## config.mk

```make
export PLATFORM = sky130hd
export DESIGN_NAME = fxq_requant_unit
export DESIGN_NICKNAME = d
export VERILOG_FILES = /design/src/rtl/fxq_pkg.sv /design/src/rtl/fxq_ctrl.sv /design/src/rtl/fxq_datapath.sv /design/src/rtl/fxq_requant_unit.sv
export SDC_FILE = /design/constraint.sdc
export NUM_CORES = 2
export LEC_CHECK = 0
export ABC_AREA = 1
export ABC_CLOCK_PERIOD_IN_PS = 11700
export CORE_MARGIN = 2
export CORE_UTILIZATION = 30
export CTS_CLUSTER_DIAMETER = 100
export DETAILED_ROUTE_END_ITERATION = 10
export HOLD_SLACK_MARGIN = 0.03
export SETUP_SLACK_MARGIN = 0.2
export SLEW_MARGIN = 10
export SYNTH_ARGS = -nofsm -noshare
export SYNTH_HDL_FRONTEND = slang
export SYNTH_SLANG_ARGS = --single-unit
export TNS_END_PERCENT = 1
```

## constraint.sdc

```tcl
create_clock -name clk -period 11.7 [get_ports clk]
set_input_delay 1.17 -clock clk [delete_from_list [all_inputs] [get_ports clk]]
set_output_delay 1.17 -clock clk [all_outputs]
set_load 0.02 [all_outputs]
```

## src/rtl/fxq_pkg.sv

```systemverilog
package fxq_pkg;

  typedef enum logic [1:0] {
    OP_MUL         = 2'd0,
    OP_SHIFT       = 2'd1,
    OP_REQUANT     = 2'd2,
    OP_REQUANT_ALT = 2'd3
  } fxq_op_e;

  // Strobes passed from control to datapath
  typedef struct packed {
    logic load;      // capture a new result this cycle
    logic useMul;    // shifter input comes from the multiplier
    logic useShift;  // apply the rounding right shift
  } fxq_strobe_t;

endpackage

```

## src/rtl/fxq_ctrl.sv

```systemverilog
module fxq_ctrl
  import fxq_pkg::*;
(
  input  logic        clk,
  input  logic        rstN,
  input  logic        inValid,
  input  logic [1:0]  opSel,
  output fxq_strobe_t strobes,
  output logic        outValid
);

  fxq_op_e opCode;
  assign opCode = fxq_op_e'(opSel);

  always_comb begin
    strobes.load     = inValid;
    strobes.useMul   = 1'b1;
    strobes.useShift = 1'b1;
    unique case (opCode)
      OP_MUL:   strobes.useShift = 1'b0;
      OP_SHIFT: strobes.useMul   = 1'b0;
      default: ;
    endcase
  end

  always_ff @(posedge clk) begin
    if (!rstN) outValid <= 1'b0;
    else       outValid <= inValid;
  end


  valid_follow_chk: assert property (@(posedge clk) disable iff (!rstN)
    inValid |=> outValid);

  valid_idle_chk: assert property (@(posedge clk) disable iff (!rstN)
    !inValid |=> !outValid);

  reset_clear_chk: assert property (@(posedge clk)
    !rstN |=> !outValid);

endmodule

```

## src/rtl/fxq_datapath.sv

```systemverilog
module fxq_datapath
  import fxq_pkg::*;
#(
  parameter int DATA_W = 32,
  parameter int SH_W   = $clog2(DATA_W)
) (
  input  logic              clk,
  input  logic              rstN,
  input  fxq_strobe_t       strobes,
  input  logic [DATA_W-1:0] opA,
  input  logic [DATA_W-1:0] opB,
  input  logic [SH_W-1:0]   shAmt,
  output logic [DATA_W-1:0] result
);

  localparam int PROD_W = 2 * DATA_W;
  localparam logic [DATA_W-1:0] MIN_VAL = {1'b1, {(DATA_W-1){1'b0}}};
  localparam logic [DATA_W-1:0] MAX_VAL = {1'b0, {(DATA_W-1){1'b1}}};
  localparam logic [DATA_W-1:0] ONE_VAL = {{(DATA_W-1){1'b0}}, 1'b1};
  localparam logic [PROD_W-1:0] ROUND_C = {{(PROD_W-1){1'b0}}, 1'b1} << (DATA_W - 2);

  // Doubling high-half multiply
  logic [PROD_W-1:0] prodFull;
  logic [PROD_W-1:0] prodRounded;
  logic [DATA_W-1:0] mulHi;
  logic              mulSat;
  logic [DATA_W-1:0] mulRes;
  logic              unusedRoundBits;

  assign prodFull    = {{DATA_W{opA[DATA_W-1]}}, opA} * {{DATA_W{opB[DATA_W-1]}}, opB};
  assign prodRounded = prodFull + ROUND_C;
  assign mulHi       = prodRounded[PROD_W-2:DATA_W-1];
  assign unusedRoundBits = ^{prodRounded[PROD_W-1], prodRounded[DATA_W-2:0]};
  assign mulSat      = (opA == MIN_VAL) && (opB == MIN_VAL);
  assign mulRes      = mulSat ? MAX_VAL : mulHi;

  // Rounding arithmetic right shift
  logic [DATA_W-1:0] shIn;
  logic [DATA_W-1:0] shMask;
  logic [DATA_W-1:0] shThresh;
  logic [DATA_W-1:0] shFloor;
  logic              shBump;
  logic [DATA_W-1:0] shRes;

  assign shIn     = strobes.useMul ? mulRes : opA;
  assign shMask   = (ONE_VAL << shAmt) - ONE_VAL;
  assign shThresh = (shMask >> 1) + {{(DATA_W-1){1'b0}}, shIn[DATA_W-1]};
  assign shFloor  = $unsigned($signed(shIn) >>> shAmt);
  assign shBump   = (shIn & shMask) > shThresh;
  assign shRes    = shFloor + {{(DATA_W-1){1'b0}}, shBump};

  always_ff @(posedge clk) begin
    if (!rstN)
      result <= '0;
    else if (strobes.load)
      result <= strobes.useShift ? shRes : shIn;
  end


  min_square_sat_chk: assert property (@(posedge clk) disable iff (!rstN)
    (strobes.load && strobes.useMul && !strobes.useShift &&
     opA == MIN_VAL && opB == MIN_VAL) |=> (result == MAX_VAL));

  zero_shift_pass_chk: assert property (@(posedge clk) disable iff (!rstN)
    (strobes.load && !strobes.useMul && strobes.useShift && shAmt == '0)
      |=> (result == $past(opA)));

  hold_result_chk: assert property (@(posedge clk) disable iff (!rstN)
    !strobes.load |=> $stable(result));

  reset_result_chk: assert property (@(posedge clk)
    !rstN |=> (result == '0));

endmodule

```

## src/rtl/fxq_requant_unit.sv

```systemverilog
module fxq_requant_unit
  import fxq_pkg::*;
(
  input  logic        clk,
  input  logic        rstN,
  input  logic        inValid,
  input  logic [1:0]  opSel,
  input  logic [31:0] opA,
  input  logic [31:0] opB,
  input  logic [4:0]  shAmt,
  output logic        outValid,
  output logic [31:0] result
);

  fxq_strobe_t strobes;

  fxq_ctrl u_ctrl (
    .clk      (clk),
    .rstN     (rstN),
    .inValid  (inValid),
    .opSel    (opSel),
    .strobes  (strobes),
    .outValid (outValid)
  );

  fxq_datapath #(.DATA_W(32), .SH_W(5)) u_dp (
    .clk     (clk),
    .rstN    (rstN),
    .strobes (strobes),
    .opA     (opA),
    .opB     (opB),
    .shAmt   (shAmt),
    .result  (result)
  );

endmodule

```

==> Word level (Yosys, flattened, before mapping) <==
Index checks and enable logic that the tools add are counted.
{ "word_totals": {"reg_bits": 33, "in_bits": 74, "out_inout_bits": 33, "word_cells": 19} }
{ "op_classes": {"add_sub_neg": 4, "multipliers": 1, "magnitude_cmp": 1, "eq_ne": 3, "shifts": 2, "mux": 3, "n_bitwise": 1, "reduce_logical": 2} }
{ "op_table": {"columns": ["cell", "n"], "rows": [
  ["$mux 32", 3],
  ["$eq 32x32->1 const B", 2],
  ["$add 63x31->63 const B", 1],
  ["$mul 32x32->63", 1],
  ["$add 31x1->32", 1],
  ["$add 32x1->32", 1],
  ["$and 32x32->32", 1],
  ["$gt 32x32->1", 1],
  ["$shl 1x5->32 const A", 1],
  ["$sshr 32x5->32", 1],
  ["$sub 32x1->32 const B", 1],
  ["$eq 2x1->1 const B", 1],
  ["$logic_not 2->1", 1],
  ["$logic_and 1x1->1", 1]
]} }

==> Logic depth before layout (Yosys ltp) <==
{ "logic_depth": {"word_depth": 8, "ltp_mapped": 67, "mapped_depth_nobuf": 65} }

==> By module <==
Synthesis repeated with hierarchy kept, for this count alone.
{ "hier_totals": {"cells_unflattened": 6299, "area_unflattened_um2": 45220.9} }
{ "modules_own_cells": {"columns": ["module", "n_inst", "cells_each", "area_per_inst_um2", "seq_area_each_um2"], "rows": [
  ["fxq_datapath", 1, 6291, 45170.8, 640.6],
  ["fxq_ctrl", 1, 8, 50.0, 20.0]
]} }

==> Least setup slack after synthesis <==
No wires, ideal clock.
{ "synth_path": {"path_type": "in2reg", "startpoint": "input opA[31]", "endpoint": "register u_dp.result[26]", "setup_ps": 134, "t_arrival_ps": 12155, "required_time_ps": 11566, "slack_ps": -589, "cell_stages": 59, "path_buffers": 2, "path_cell_list": "clkbuf_1 > clkbuf_1 > nand2_1 > inv_1 > fa_1 > fa_1 > fa_1 > inv_1 > fa_1 > inv_1 > fa_1 > fa_1 > inv_1 > fa_1 > inv_1 > fa_1 > ha_1 > nand2_2 > (+23 left out) > ha_1 > nand2_1 > nor2_1 > nand4_1 > nor4_1 > a211oi_1 > a31oi_1 > ha_1 > ha_1 > nand3_2 > nor2_4 > nand2_2 > nor2_4 > nand3_1 > nand2_1 > nand3_1 > nand2_1 > a21oi_1"} }
{ "synth_between": {"elab_chain_cells": 8, "word_cells_on_any_way": 12, "classes_between": "add/sub (3); mul (1); order compare (1); eq/ne (1); shift (1); mux (3); bitwise (1); reduce/logical (1)"} }
{ "synth_lines": {"columns": ["item", "line", "text"], "rows": [
  ["start, declared", "fxq_requant_unit.sv:8", "input logic [31:0] opA,"],
  ["$mul 32x32->63 or $eq 32x32->1 (tied branches)", "fxq_datapath.sv:30, fxq_datapath.sv:34", null],
  ["$add 63x31->63 or $logic_and 1x1->1 (tied branches)", "fxq_datapath.sv:31, fxq_datapath.sv:34", null],
  ["$mux 32", "fxq_datapath.sv:35", "assign mulRes = mulSat ? MAX_VAL : mulHi;"],
  ["$mux 32 *", "fxq_datapath.sv:45", "assign shIn = strobes.useMul ? mulRes : opA;"],
  ["$add 31x1->32 or $and 32x32->32 (tied branches)", "fxq_datapath.sv:47, fxq_datapath.sv:49", null],
  ["$gt 32x32->1", "fxq_datapath.sv:49", "assign shBump = (shIn & shMask) > shThresh;"],
  ["$add 32x1->32", "fxq_datapath.sv:50", "assign shRes = shFloor + {{(DATA_W-1){1'b0}}, shBump};"],
  ["$mux 32 *", "fxq_datapath.sv:56", "result <= strobes.useShift ? shRes : shIn;"],
  ["end signal, assigned", "fxq_datapath.sv:56", null],
  ["end, declared", "fxq_datapath.sv:13", "output logic [DATA_W-1:0] result"]
]} }
Every way passes the cells marked *; elsewhere a longest branch is shown, timed or not.
A chain may end at the register's enable or synchronous reset.

==> Worst setup path after layout <==
{ "layout_path": {"startpoint": "input opA[31]", "endpoint": "register u_dp.result[12]"} }
The elaborated chain is that of the path after synthesis.

==> run metrics <==
status=finished with violations; failing checks=negative setup slack; unrepaired setup endpoints after global routing=true; worst hold stages=2; Startpoint Class=input port; largest net degree at the start of global routing=48; critical path's largest stage delay=670 ps; arrival time worst endpoint=~12000 ps; Sink Count=33; detailed-route DRC error count=0; Avg Vias per Cell=4.66; multi-input logic area=approximately 0.038 sq mm; I/O Pins=around 110; first-pass GRT wire length=approximately 260000 um; crit share post-route=1.05; chip height=396 um; Final setup viols=31; grt ovf=0; die area=0.157 sq mm; Tightest Pin Transition=about 1100 ps; initial antenna violation count=12; Worst slew margin=0.277; I/O Buffers=about 110; Synth Area per Inst=around 7 sq um; flop and latch count out of synthesis=33; Area growth syn-to-layout=22.0%; die width=396 um; post-synth top area cell=fa_1; Clock Skew=0 ps; Worst Path Required=11830 ps; H-tree depth=2; most frequent cell on the critical path=buf_4; nets@finish=8293; register area=around 660 sq um; Top FF cell, synth=dfxtp_1; Post-Syn Instances=~6400; vias=41738; final worst slack=-556 ps; Starting Density=0.303; Slew Viols, Final=0; largest cells by area after synthesis=fa_1 47%, nand2_1 15%, inv_1 15%; DR WL/cell=around 18 um; Max-cap violations=0; Num CTS Buffers=5; Post-Place Setup Slack=-1330 ps; vias in the first global route=43932; post-synthesis cell type count=58; hpwl dp=140000 um; Iteration-0 DRC Markers=3228; antenna-violating nets left=0; number of synthesized flops with an enable pin=0; num rows=143; HP Start=u_dp.result[1]; setup slack, reg-to-reg=10980 ps; Max Clk Rate=81.6 MHz; CP Class=in -> reg; Final Hold Viols=0; Crit Reg-Reg Startpoint=u_dp.result[25]; Worst R2R Path Depth=2; clock slew at reported path FFs=50 ps; top cell type's share of synthesized area=0.467; CTS tree=done; synth warn=0; register area share after synthesis=0.0144; Layout fillers=~16000; Mapped Area=between 0.04 and 0.05 sq mm; Core ar.=about 0.15 sq mm; Clk Latency, worst-skew pair=270 ps; crit path capture type=register; worst reg2reg endpoint=u_dp.result[25]; Placer Congestion=0.955; First-pass DRT Iterations=6; syn_nets=7771; clock buffer depth=2; post-layout min period=12260 ps; GRT Overall Usage=0.213; WL final=165000 um; Async SR Flop Fraction=0; clock root cell=clkbuf_16; share of cells above drive strength 1=0.156; sink of the worst hold path=u_dp.result[1]; slowest CP cell=fa_2; CP Max Fanout=5; Hold Crit Class=reg -> reg
## worst max-delay path, delay by kind of cell
| kind | cells | cell delay [ps] |
|---|---|---|
| buffers and inverters | 36 | 4180 |
| AND/OR/NAND/NOR | 16 | 1680 |
| AO/OA/AOI/OAI | 4 | 400 |
| adder cells (fa/ha/maj) | 11 | 4950 |
## flip-flops by register name (all words and copies together), names as in the netlist
signal and count:
u_ctrl.outValid 1, u_dp.result 32
## synth_stat cells (2+ instances only)
cell type and count:
a211oi_1 3, clkbuf_1 250, buf_6 4, inv_2 34
o211ai_1 8, nor3_2 6, nand3_1 293, o221ai_1 2
inv_1 1787, clkinv_1 5, dfxtp_1 33, nand2_1 1897
nand3_4 3, or2_1 2, buf_1 8, nor4_2 3
a21oi_1 119, and2_1 3, xnor2_1 12, xor2_1 32
o21ai_1 11, nand2_2 21, o21ai_0 38, nor2_2 21
nor2_4 10, nor2_1 280, a21oi_2 3, or2_2 19
nor4_1 12, nand4_1 35, and3_1 3, buf_2 32
nand2_4 2, ha_1 214, nor3_1 21, fa_1 1073
a31oi_1 2, o21ai_2 2, a21oi_4 2, conb_1 2
buf_4 8, o21bai_1 11, nand3_2 64, nand3b_1 6
## per-stage QoR
stage / setup TNS [ps] / cells / instance area (sq um) / util / hold slack [ps]
after floorplan: -1640 / 6410 / 46100 / - / 545
after global placement: -32580 / 8824 / 53800 / 0.354 / 457
after detailed placement: -35590 / 8824 / 53800 / 0.354 / 462
after CTS: -10200 / 8953 / 55800 / 0.367 / 471
after global routing: -27390 / 8963 / 56100 / 0.369 / 495
final: -13980 / 8964 / 56100 / 0.369 / 471
## layout by cell type, fill, tap and decap left out, drive strengths merged, types with 21 or more instances in the layout
master / synthesis / final
a21oi: 124 / 124
buf: 53 / 729
clkdlybuf4s50: 0 / 56
dfxtp: 33 / 33
fa: 1073 / 1073
ha: 214 / 214
inv: 1822 / 1820
nand2: 1920 / 1920
nand3: 360 / 360
nand4: 36 / 36
nor2: 311 / 311
nor3: 28 / 28
o21ai: 51 / 51
or2: 21 / 21
xor2: 32 / 32
## how the worst max path moves through the flow
stage / from / to / slack [ps] / cells after the start
after floorplan: opB[7] / u_dp.result[26] / -180 / 61
after global placement: opB[9] / u_dp.result[30] / -1260 / 63
after detailed placement: opA[31] / u_dp.result[30] / -1330 / 58
after CTS: opA[31] / u_dp.result[22] / -470 / 70
after global routing: opA[31] / u_dp.result[12] / -970 / 70
final: opA[31] / u_dp.result[12] / -560 / 67
## per-layer routing
metal | GRT usage | part of all wire | up-vias
met2 | 0.362 | 0.47 | 1405
met1 | 0.283 | 0.42 | 20875
li1 | - | - | 19183
met3 | 0.0241 | 0.067 | 271
met5 | 0 | 0.00016 | -
met4 | 0.0632 | 0.037 | 4
## area by class of cell
type / instances / share of cell area
antenna: 1 / 0.0000446
clock buffer: 5 / 0.00223
clock inverter: 3 / 0.00116
inverter: 1827 / 0.122
multi-input combinational: 4247 / 0.676
sequential: 33 / 0.0118
tap: 2030 / 0.0452
timing repair buffer: 818 / 0.141
## cells by family (layout without fill, tap and decap cells)
family	after synthesis	count (layout)	synth area share
compound gates	208	208	0.0256
xor+xnor	45	45	0.00873
fa+ha+maj	1287	1287	0.525
buf+inv	2130	2653	0.176
flops	33	33	0.0144
other cells	2	3	0.000163
simple gates	2705	2705	0.250
## repair_timing
action                                 in CTS  in global routing
pin swaps                                 122                 65
cloned                                     11                  0
hold buffers                                0                  0
buffers inserted                          110                 10
endpoints found under the hold margin       0                  0
setup endpoints to repair                  32                 32
resized for setup                         177                 68
Power is not shown: default switching activity piles up to over one toggle a cycle in this logic, so the estimate is an artifact.
